[src/rtl/rx_start_ctrl.sv]
module rx_start_ctrl #(
  parameter int SEL_W = 4,
  parameter int DLY_W = 8,
  parameter int PER_W = 8
) (
  input  logic             clk,
  input  logic             rst_n,
  input  logic [SEL_W-1:0] cfg_start_sel,
  input  logic             cfg_stop_mode,
  input  logic [DLY_W-1:0] cfg_delay,
  input  logic [PER_W-1:0] cfg_period,
  input  logic             rx_en,
  input  logic             fsync_in,
  input  logic             tx_start,
  input  logic             cmp0_hit,
  input  logic             cmp1_hit,
  input  logic             word_done,
  output logic             rx_active,
  output logic             rx_start,
  output logic             fsync_out
);

  localparam int PCNT_W = PER_W + 1;

  typedef enum logic [1:0] {S_IDLE, S_WAIT, S_RUN} st_t;

  st_t              st;
  logic [DLY_W-1:0] dcnt;
  logic [PCNT_W-1:0] pcnt;
  logic             fs_q, armed, trig, again, go;

  wire [PCNT_W-1:0] plast = {cfg_period, 1'b1};
  wire sel_cmp = (cfg_start_sel == SEL_W'(8));

  always_comb begin
    case (cfg_start_sel)
      SEL_W'(0): trig = 1'b1;
      SEL_W'(1): trig = tx_start;
      SEL_W'(2): trig = ~fsync_in;
      SEL_W'(3): trig = fsync_in;
      SEL_W'(4): trig = fs_q & ~fsync_in;
      SEL_W'(5): trig = ~fs_q & fsync_in;
      SEL_W'(6),
      SEL_W'(7): trig = fs_q ^ fsync_in;
      SEL_W'(8): trig = cmp0_hit;
      default:   trig = 1'b0;
    endcase
  end

  assign again = (cfg_start_sel == '0) | (armed & ~cmp1_hit);
  assign go = (st == S_IDLE & trig) | (st == S_RUN & word_done & again);
  assign rx_active = (st == S_RUN);

  always_ff @(posedge clk or negedge rst_n)
    if (!rst_n) fs_q <= 1'b0;
    else        fs_q <= fsync_in;

  always_ff @(posedge clk or negedge rst_n) begin
    if (!rst_n)             armed <= 1'b0;
    else if (!rx_en)        armed <= 1'b0;
    else if (cmp1_hit)      armed <= 1'b0;
    else if (st == S_IDLE && trig && sel_cmp && cfg_stop_mode) armed <= 1'b1;
  end

  always_ff @(posedge clk or negedge rst_n) begin
    if (!rst_n) begin
      st <= S_IDLE; dcnt <= '0; rx_start <= 1'b0;
    end else if (!rx_en) begin
      st <= S_IDLE; dcnt <= '0; rx_start <= 1'b0;
    end else begin
      rx_start <= 1'b0;
      if (st == S_WAIT) begin
        if (dcnt == '0) begin
          st <= S_RUN; rx_start <= 1'b1;
        end else dcnt <= dcnt - DLY_W'(1);
      end else if (go) begin
        if (cfg_delay == '0) begin
          st <= S_RUN; rx_start <= 1'b1;
        end else begin
          st <= S_WAIT; dcnt <= cfg_delay - DLY_W'(1);
        end
      end else if (st == S_RUN && word_done) st <= S_IDLE;
    end
  end

  always_ff @(posedge clk or negedge rst_n) begin
    if (!rst_n) begin
      pcnt <= '0; fsync_out <= 1'b0;
    end else if (!rx_en || cfg_period == '0) begin
      pcnt <= '0; fsync_out <= 1'b0;
    end else if (pcnt >= plast) begin
      pcnt <= '0; fsync_out <= 1'b1;
    end else begin
      pcnt <= pcnt + PCNT_W'(1); fsync_out <= 1'b0;
    end
  end

  a_r1_disable_clears: assert property (@(posedge clk) disable iff (!rst_n)
    !rx_en |=> (!rx_active && !rx_start && !fsync_out));

  a_r6_reserved_no_start: assert property (@(posedge clk) disable iff (!rst_n)
    (st == S_IDLE && cfg_start_sel > SEL_W'(8)) |=> !rx_start);

  a_r7_wait_not_active: assert property (@(posedge clk) disable iff (!rst_n)
    (st == S_WAIT && dcnt != '0 && rx_en) |=> !rx_active);

  a_r7_zero_delay_level: assert property (@(posedge clk) disable iff (!rst_n)
    (st == S_IDLE && rx_en && cfg_start_sel == SEL_W'(3) && fsync_in && cfg_delay == '0) |=> rx_start);

  a_r11_period_zero: assert property (@(posedge clk) disable iff (!rst_n)
    (cfg_period == '0) |=> !fsync_out);

  a_r11_single_pulse: assert property (@(posedge clk) disable iff (!rst_n)
    fsync_out |=> !fsync_out);

  a_r12_start_in_active: assert property (@(posedge clk) disable iff (!rst_n)
    rx_start |-> rx_active);

endmodule

[config.mk]
export PLATFORM = sky130hd
export DESIGN_NAME = rx_start_ctrl
export DESIGN_NICKNAME = d
export VERILOG_FILES = /design/src/rtl/rx_start_ctrl.sv
export SDC_FILE = /design/constraint.sdc
export NUM_CORES = 1
export LEC_CHECK = 0
export BUFFER_PORTS_ARGS = -buffer_cell sky130_fd_sc_hd__buf_2
export CAP_MARGIN = 20
export CORE_ASPECT_RATIO = 0.7
export CORE_MARGIN = 2
export CORE_UTILIZATION = 39
export CTS_BUF_LIST = sky130_fd_sc_hd__clkbuf_16
export CTS_CLUSTER_DIAMETER = 40
export CTS_CLUSTER_SIZE = 8
export DETAILED_ROUTE_END_ITERATION = 8
export PLACE_DENSITY = 0.57
export RECOVER_POWER = 50
export SYNTH_ARGS = -nofsm -noshare
export SYNTH_HDL_FRONTEND = slang
export SYNTH_SLANG_ARGS = --single-unit
[constraint.sdc]
create_clock -name clk -period 2 [get_ports clk]
set_input_delay 0 -clock clk [delete_from_list [all_inputs] [get_ports clk]]
set_output_delay 0 -clock clk [all_outputs]
set_load 0.005 [all_outputs]
## After elaboration in Yosys (flattened, before gate mapping)

Index checks and enable logic that the tools add are counted.

- Register bits after elaboration: 23
- Bits of input ports: 29
- Word-level logic and storage cells: 77
- Output and inout bits: 3

- $lt $le $gt $ge: 1
- Equal/unequal tests: 16
- Bitwise operators: 12
- Reduce and logical (&&, ||, !) cells: 14
- Mux-type cells: 24
- Add/sub/neg operators: 3

Operator list:

| kind | count |
|---|---|
| 8-bit 2-to-1 mux | 5 |
| 8-bit zero test | 3 |
| 9-bit 2-to-1 mux | 2 |
| 4-bit by 3-bit == test with 1-bit output, second input constant | 4 |
| 8-bit by 1-bit subtractor with 8-bit output, second input constant | 2 |
| 2-bit 2-to-1 mux | 6 |
| 1-bit 2-to-1 mux | 10 |
| 9-bit by 1-bit adder with 9-bit output, second input constant | 1 |
| 9-bit >= comparator | 1 |
| 4-bit by 2-bit == test with 1-bit output, second input constant | 2 |
| 1-bit case mux with 8 select lines | 1 |
| 1-bit AND | 6 |
| 3-bit by 1-bit != test with 1-bit output, second input constant | 2 |
| 3-bit != test, second input constant | 2 |
| 4-bit by 1-bit == test with 1-bit output, second input constant | 1 |
| 4-bit == test, second input constant | 1 |
| 1-bit logical AND | 4 |
| 4-bit zero test | 1 |
| 4-bit by 1-bit != test with 1-bit output, second input constant | 1 |
| 3-bit by 2-bit != test with 1-bit output, second input constant | 1 |
| 1-bit inverter | 3 |
| 3-bit AND reduction | 1 |
| 2-bit by 1-bit == test with 1-bit output, second input constant | 1 |
| 2-bit == test, second input constant | 1 |
| 7 further kinds | 8 |

## Depth between registers and ports, before layout

Gate-level depths: netlist of run 1.

- Word-level depth: 9
- Depth in mapped cells: 9
- Gate-level depth less buffers: 8

## Worst setup path after synthesis of run 1

OpenSTA, ideal clock, no wires.

- Kind: reg-to-reg
- Start point: reg st[1]
- End point: reg dcnt[6]
- Buffers on the path: 1
- Data required time: 1,878 ps
- Slack: -79 ps
- Period minus slack after synthesis: 2,079 ps
- Cell stages (with the launch flop): 9
- Setup time: 122 ps
- Data arrival time: 1,957 ps
- Cells stage by stage: dfrtp_1 > nand2b_1 > clkbuf_1 > a21oi_1 > ha_1 > o21a_1 > o21a_1 > a221o_1 > a32o_1

- Cells in the longest elaborated chain, start to end: 6
- Elaborated cells on any way between the ends: 13
- Classes of those cells: eq/ne (5); mux (2); bitwise (4); reduce/logical (2)

RTL lines:

| item | line | source |
|---|---|---|
| start: declaration | 27 | `st_t st;` |
| start signal: assignment | 67 | `st <= S_IDLE; dcnt <= '0; rx_start <= 1'b0;` |
| start signal: assignment | 69 | `st <= S_IDLE; dcnt <= '0; rx_start <= 1'b0;` |
| start signal: assignment | 74 | `st <= S_RUN; rx_start <= 1'b1;` |
| 2-bit == test | 51 | `assign go = (st == S_IDLE & trig) \| (st == S_RUN & word_done & again);` |
| 1-bit AND (2 in series) | 51 |  |
| 1-bit OR | 51 |  |
| 3-bit by 1-bit != test with 1-bit output (no line) | n/a |  |
| 3-bit AND reduction (no line) | n/a |  |
| end signal: assignment | 75 | `end else dcnt <= dcnt - DLY_W'(1);` |
| end: declaration | 28 | `logic [DLY_W-1:0] dcnt;` |

Several ways; a longest one is shown, not always the timed one.
A chain may end at the register's enable or synchronous reset.

## Worst setup path in the final report of run 1

- Start point: reg fs_q
- End point: reg dcnt[3]

- Cells in the longest elaborated chain, start to end: 7
- Elaborated cells on any way between the ends: 9
- Classes of those cells: eq/ne (1); mux (1); bitwise (6); reduce/logical (1)

RTL lines:

| item | line | source |
|---|---|---|
| start: declaration | 30 | `logic fs_q, armed, trig, again, go;` |
| start signal: assignment | 56 | `else fs_q <= fsync_in;` |
| 1-bit inverter | 42 | `SEL_W'(5): trig = ~fs_q & fsync_in;` |
| 1-bit AND | 42 |  |
| 1-bit case mux with 8 select lines * | 36 | `case (cfg_start_sel)` |
| 1-bit AND * | 51 |  |
| 1-bit OR * | 51 |  |
| 3-bit by 1-bit != test with 1-bit output (no line) * | n/a |  |
| 3-bit AND reduction (no line) * | n/a |  |

Every way passes the cells marked *; elsewhere a longest branch is shown, timed or not.

==> summary.txt, run 1 <==
Status
  • Status: finished, final reports clean

Yosys
  • Post-synth top area share: 32.1%
  • Multiplexer share of the synthesized area: 4.19%
  • Number of synthesized flops with an enable pin: 0
  • Distinct cell type count after synthesis: 48
  • Most frequent cell after synthesis: dfrtp_1
  • Biggest area consumer among synthesized cells: dfrtp_1
  • Register area share after synthesis: 32.1%
  • Largest family of logic cells by synthesized area: compound AO/OA/AOI/OAI gates
  • Adder-Cell Fraction of Synth Area: 8.38%
  • Synth Area in Compound Gates: 23.3%
  • Seq cells post-synth: 23
  • Post-synth top flop: dfrtp_1
  • Asr flop ratio synth: 100%
  • Syn_area_per_cell: 8.87 µm²
  • Post-synth top cells: dfrtp_1, inv_1, nor2_1
  • Xor/xnor share of the synthesized area: 3.42%
  • Mapped Cells: 202
  • Synthesized cell area: 1790 µm²
  • Synth top area cells: dfrtp_1, ha_1, inv_1
  • Simple-Gate Fraction of Synth Area: 22.2%
  • YS warnings: 0
  • Syn_nets: 243

Floorplanning
  • Die H: 60.7 µm
  • Initial Utilization: 40.9%
  • Die W: 85.0 µm
  • IO Count: 32
  • Die ar.: 5160 µm²
  • Core region area: 4380 µm²
  • Num rows: 20

Critical path
  • Startpoint Class: flip-flop
  • Critical path endpoint category: flip-flop
  • Number of cells on the critical path: 8
  • Critical-path cell list: ha_1 -> nand3b_1 -> a311o_1 -> a21oi_2 -> or2_4 -> a21oi_4 -> buf_12 -> a32o_1
  • R2r endpoint: dcnt[3]
  • CP Max Fanout: 7
  • CP Data Required Time: 2150 ps
  • Setup CP Type: reg -> reg
  • Worst path max stage delay: 380 ps
  • Critical path's top delay family: compound AO/OA/AOI/OAI gates
  • Slowest-stage cell, CP: dfrtp_1
  • R2R depth: 8
  • R2R setup slack: 30 ps
  • Reg-to-Reg Start: fs_q
  • Data arrival, critical path: 2120 ps
  • CP Buf/Inv Count: 1

STA
  • Fin crit share: 98.7%
  • Final hold vios: 0
  • Hold Slack: 66.8 ps
  • Worst-margin pin slew: 1300 ps
  • Fin crit period: 1970 ps
  • RSZ-0062 raised after global routing: true
  • Final setup skew: 1.44 ps
  • Final setup fails: 0
  • Fmax: 506 MHz
  • Slew margin rel.: 13.0%
  • Final Slew Violations: 0

Global routing
  • Total track usage: 18.1%
  • Antenna violations before repair: 0
  • First-pass GRT wire length: 7310 µm
  • Vias in the first global route: 1495
  • Gr ovfl total: 0
  • Largest net degree at the start of global routing: 24

Layout
  • Final Instance Area: 2280 µm²
  • Total Nets Final: 295
  • Layout area overhead: 27.1%
  • Non-filler cells, final: 308
  • Diodes inserted: 0
  • Post-Route Utilization: 52.0%
  • Share of cells above drive strength 1: 26.9%
  • Filler Cell Count: 411

CTS
  • Clock latency on the worst-skew pair: 260 ps
  • H-tree depth: 1
  • Num CTS Buffers: 3
  • CTS tree: done
  • Num Clock Sinks: 23
  • Clock Path Buffers: 2
  • Clock transition at the registers of the reported paths: 60 ps
  • CTS root buf: clkbuf_16

Min path
  • HP Class: in -> reg
  • Min-delay src: rx_en
  • Worst Hold End: st[1]
  • Hold Path Stages: 3

Power and ir drop
  • Leakage: 1.09 nW
  • Pwr dens: 781 nW/µm²
  • Total power: 1.78 mW
  • Max IR drop VDD: 0.382 mV

Drt
  • Drt total wl: 4490 µm
  • DRT antenna net count: 0
  • Detailed-route via count: 1697
  • Vias per inst: 5.51
  • Routed WL per cell: 14.6 µm
  • First-iteration detailed-routing DRC count: 101
  • Drt drc: 0
  • DR pass1 iterations: 5

Placement
  • Port-buffer cells: 31
  • Area post-placement: 2130 µm²
  • DP Wirelength: 3380 µm
  • Cells after DPL: 301
  • Placer congestion estimate: 0.858

Flow run
  • # Max-Cap Violations: 0
==> cell type report <==
| cell class | count | area [µm²] | area share (%) |
|---|---|---|---|
| clock buffer | 3 | 75.1 | 3.30 |
| clock inverter | 1 | 5.00 | 0.220 |
| inverter | 19 | 71.3 | 3.13 |
| multi-input combinational | 154 | 1140 | 50.1 |
| sequential | 23 | 576 | 25.3 |
| tap | 55 | 68.8 | 3.02 |
| timing repair buffer | 53 | 342 | 15.0 |
==> worst max-delay path by stage <==
| stage | startpoint | to | slack (ps) |
|---|---|---|---|
| 2_1_floorplan | st[0] | dcnt[6] | -7 |
| 3_3_place_gp | fs_q | dcnt[4] | -30 |
| 3_5_place_dp | fs_q | dcnt[4] | -20 |
| 4_1_cts | fs_q | dcnt[7] | 5 |
| 5_1_grt | dcnt[1] | dcnt[3] | -80 |
| 6_report | fs_q | dcnt[3] | 30 |
==> placed cells by master (no fill, tap or decap), drive strengths merged, types with 2 or more instances in the layout <==
master / netlist / final
a21oi: 11 / 11
nor4: 3 / 3
a211oi: 2 / 2
a32o: 7 / 7
nor2b: 3 / 3
nand3: 11 / 11
xnor2: 4 / 4
nor4b: 2 / 2
clkbuf: 2 / 5
dfrtp: 23 / 23
or3: 5 / 5
o21a: 3 / 3
buf: 4 / 48
a31oi: 4 / 4
xor2: 3 / 3
a221o: 3 / 3
nor3: 12 / 12
mux2i: 6 / 6
a21o: 4 / 4
o21ai: 11 / 11
nor2: 19 / 19
inv: 19 / 19
or2: 2 / 2
dlygate4sd3: 0 / 3
nand3b: 3 / 3
ha: 12 / 12
o211ai: 2 / 2
o22ai: 2 / 2
nand2: 8 / 8
==> state kept, by name, indices dropped and copies added, names as in the netlist <==
register   flops
st             2
dcnt           8
armed          1
rx_start       1
pcnt           9
fsync_out      1
fs_q           1
==> power by group <==
part / internal (mW) / switching [mW]
Combinational: 0.360 / 0.370
Clock: 0.269 / 0.170
Sequential: 0.537 / 0.0703
==> timing repair <==
action,in CTS,in global routing
pin swaps,0,3
endpoints found under the setup margin,13,10
resized for setup,3,5
endpoints found under the hold margin,25,0
setup buffers,0,0
hold buffers,3,0
==> logic make-up (layout without fill, tap and decap cells) <==
logic type,Yosys count,count (layout)
compound gates,56,56
flops,23,23
buf+inv,25,76
mux,7,7
fa+ha+maj,12,12
xor+xnor,7,7
simple gates,72,72
==> worst reg2reg max path, delay by kind of cell, from the launching register on <==
family | cells | cell delay, ps
flip-flops | 1 | 380
AO/OA/AOI/OAI | 4 | 710
adder cells (fa/ha/maj) | 1 | 270
buffers and inverters | 1 | 140
AND/OR/NAND/NOR | 2 | 350
==> routing by layer <==
metal	part of all wire (%)	up-vias	GRT usage [%]
li1	-	853	-
met1	53	776	28.2
met5	0	-	0
met2	39	64	25.3
met4	0.74	0	3.85
met3	7.1	4	3.95
==> per-stage QoR <==
stage / TNS (ps) / worst slack (ps)
finish: 0 / 25.2
global route: -438 / -81.3
CTS: 0 / 5.23
detailed placement: -61.2 / -22.5
global placement: -69.3 / -33.6
floorplan: -7.12 / -7.12
Note: power is estimated with default switching activity, not from simulation.
==> run 2, diff against run 1 <==
CORE_MARGIN = default   (was 2)
==> summary.txt, run 2 (same netlist as run 1, synthesis figures left out) <==
Placement
  • Area post-placement: 2120 µm²
  • Port-buffer cells: 31
  • DP Wirelength: 3340 µm
  • Placer congestion estimate: 0.823

Layout
  • Final Instance Area: 2250 µm²
  • Post-Route Utilization: 51.3%
  • Layout area overhead: 25.3%
  • Largest regs: pcnt x9, dcnt x8, st x2
  • Commonest non-fill, non-tap cell in the layout: buf_2
  • Most frequent cells in the layout: buf_2, dfrtp_1, inv_1, buf_4, nor2_1
  • Diodes inserted: 0
  • Reg with most FFs: pcnt
  • Total Nets Final: 296
  • Largest register FFs: 9
  • Share of cells above drive strength 1: 26.4%

Critical path
  • R2R depth: 8
  • Setup CP Type: reg -> reg
  • Reg-to-Reg Start: fs_q
  • Number of cells on the critical path: 8
  • R2r endpoint: dcnt[2]
  • R2R setup slack: 20 ps
  • CP Data Required Time: 2150 ps
  • Slowest-stage cell, CP: dfrtp_1
  • CP Buf/Inv Count: 1
  • Worst path max stage delay: 380 ps
  • Critical-path cell list: ha_1 -> nand3b_1 -> a311o_1 -> a21oi_2 -> or2_4 -> a21oi_4 -> buf_4 -> a32o_1
  • Startpoint Class: flip-flop
  • Critical path endpoint category: flip-flop
  • Critical path's top delay family: compound AO/OA/AOI/OAI gates
  • CP Max Fanout: 7
  • Data arrival, critical path: 2130 ps

Power and ir drop
  • Leakage: 1.09 nW
  • Pwr dens: 782 nW/µm²
  • Max IR drop VDD: 0.327 mV

STA
  • Final hold vios: 0
  • Final setup fails: 0
  • Fin crit share: 99.0%
  • Slew margin rel.: 9.66%
  • Final Slew Violations: 0
  • RSZ-0062 raised after global routing: true
  • Worst-margin pin slew: 1360 ps
  • Fin crit period: 1980 ps
  • Final setup skew: 2.93 ps
  • Fmax: 505 MHz

Min path
  • Min-delay src: cfg_delay[0]
  • Worst Hold End: dcnt[0]
  • HP Class: in -> reg
  • Hold Path Stages: 4

CTS
  • Clock latency on the worst-skew pair: 260 ps
  • Num CTS Buffers: 3
  • Setup bufs post-CTS: 0
  • CTS tree: done
  • H-tree depth: 1
  • Clock transition at the registers of the reported paths: 60 ps
  • CTS root buf: clkbuf_16
  • Num Clock Sinks: 23
  • Clock Path Buffers: 2

Drt
  • First-iteration detailed-routing DRC count: 99
  • Drt drc: 0
  • DRT antenna net count: 0
  • DR pass1 iterations: 4
  • Vias per inst: 5.40
  • Detailed-route via count: 1669
  • Drt total wl: 4380 µm
  • Routed WL per cell: 14.2 µm

Floorplanning
  • IO Count: 32
  • Core region area: 4380 µm²
  • Die ar.: 4870 µm²
  • Initial Utilization: 40.9%
  • Num rows: 20
  • Die W: 83.0 µm
  • Die H: 58.7 µm

Status
  • Status: finished, final reports clean

Global routing
  • Vias in the first global route: 1476
  • Largest net degree at the start of global routing: 24
  • Total track usage: 19.0%
  • First-pass GRT wire length: 7230 µm
  • Antenna violations before repair: 0
  • Gr ovfl total: 0

Flow run
  • # Max-Cap Violations: 0
-- run 2: worst reg2reg max path: cells and delay by family, from the launching register on --
family	cells	cell delay, ps
AND/OR/NAND/NOR	2	360
buffers and inverters	1	150
AO/OA/AOI/OAI	4	720
adder cells (fa/ha/maj)	1	260
flip-flops	1	380
-- run 2: through the flow --
step | power (mW) | hold WS, ps | cells | setup TNS [ps] | setup WS [ps]
after floorplan | 1.04 | -296 | 202 | -7.12 | -7.12
after global placement | 1.31 | 16.1 | 302 | -223 | -35.3
after detailed placement | 1.30 | 25.6 | 302 | -130 | -25.8
after CTS | 1.77 | 66.7 | 309 | 0 | 1.48
after global routing | 1.88 | 75.9 | 309 | -537 | -90.5
final | 1.76 | 75.2 | 309 | 0 | 20.9
-- run 2: what timing repair did --
item	4_1_cts	5_1_grt
hold endpoints to repair	25	0
cloned	0	0
endpoints found under the setup margin	14	8
resized for setup	3	0
hold buffers	3	0
pin swaps	0	2
-- run 2: cell type report --
| type | instances | area [µm²] |
|---|---|---|
| inverters | 19 | 71.3 |
| well taps | 55 | 68.8 |
| fillers | 414 | 2130 |
| flip-flops and latches | 23 | 576 |
| repair buffers | 54 | 334 |
| clock buffers | 3 | 75.1 |
| multi-input cells | 154 | 1120 |
| clock inverters | 1 | 3.75 |
-- run 2: power breakdown --
group          switching [mW]  internal, mW
sequential             0.0663         0.537
clock                   0.171         0.267
combinational           0.363         0.352
-- run 2: per-layer routing --
metal / vias to the layer above / wire [µm] / global-route usage [%]
li1: 849 / - / -
met1: 773 / 2500 / 30.2
met2: 45 / 1650 / 25.9
met3: 2 / 204 / 3.51
met4: 0 / 18 / 5.17
met5: - / 0 / 0
-- run 2: how the worst max path moves through the flow --
stage | start | endpoint | slack, ps
after global placement | pcnt[1] | pcnt[8] | -40
after detailed placement | fs_q | dcnt[4] | -30
after global routing | fs_q | dcnt[2] | -90
after floorplan | st[0] | dcnt[6] | -7
final | fs_q | dcnt[2] | 20
after CTS | fs_q | dcnt[2] | 1
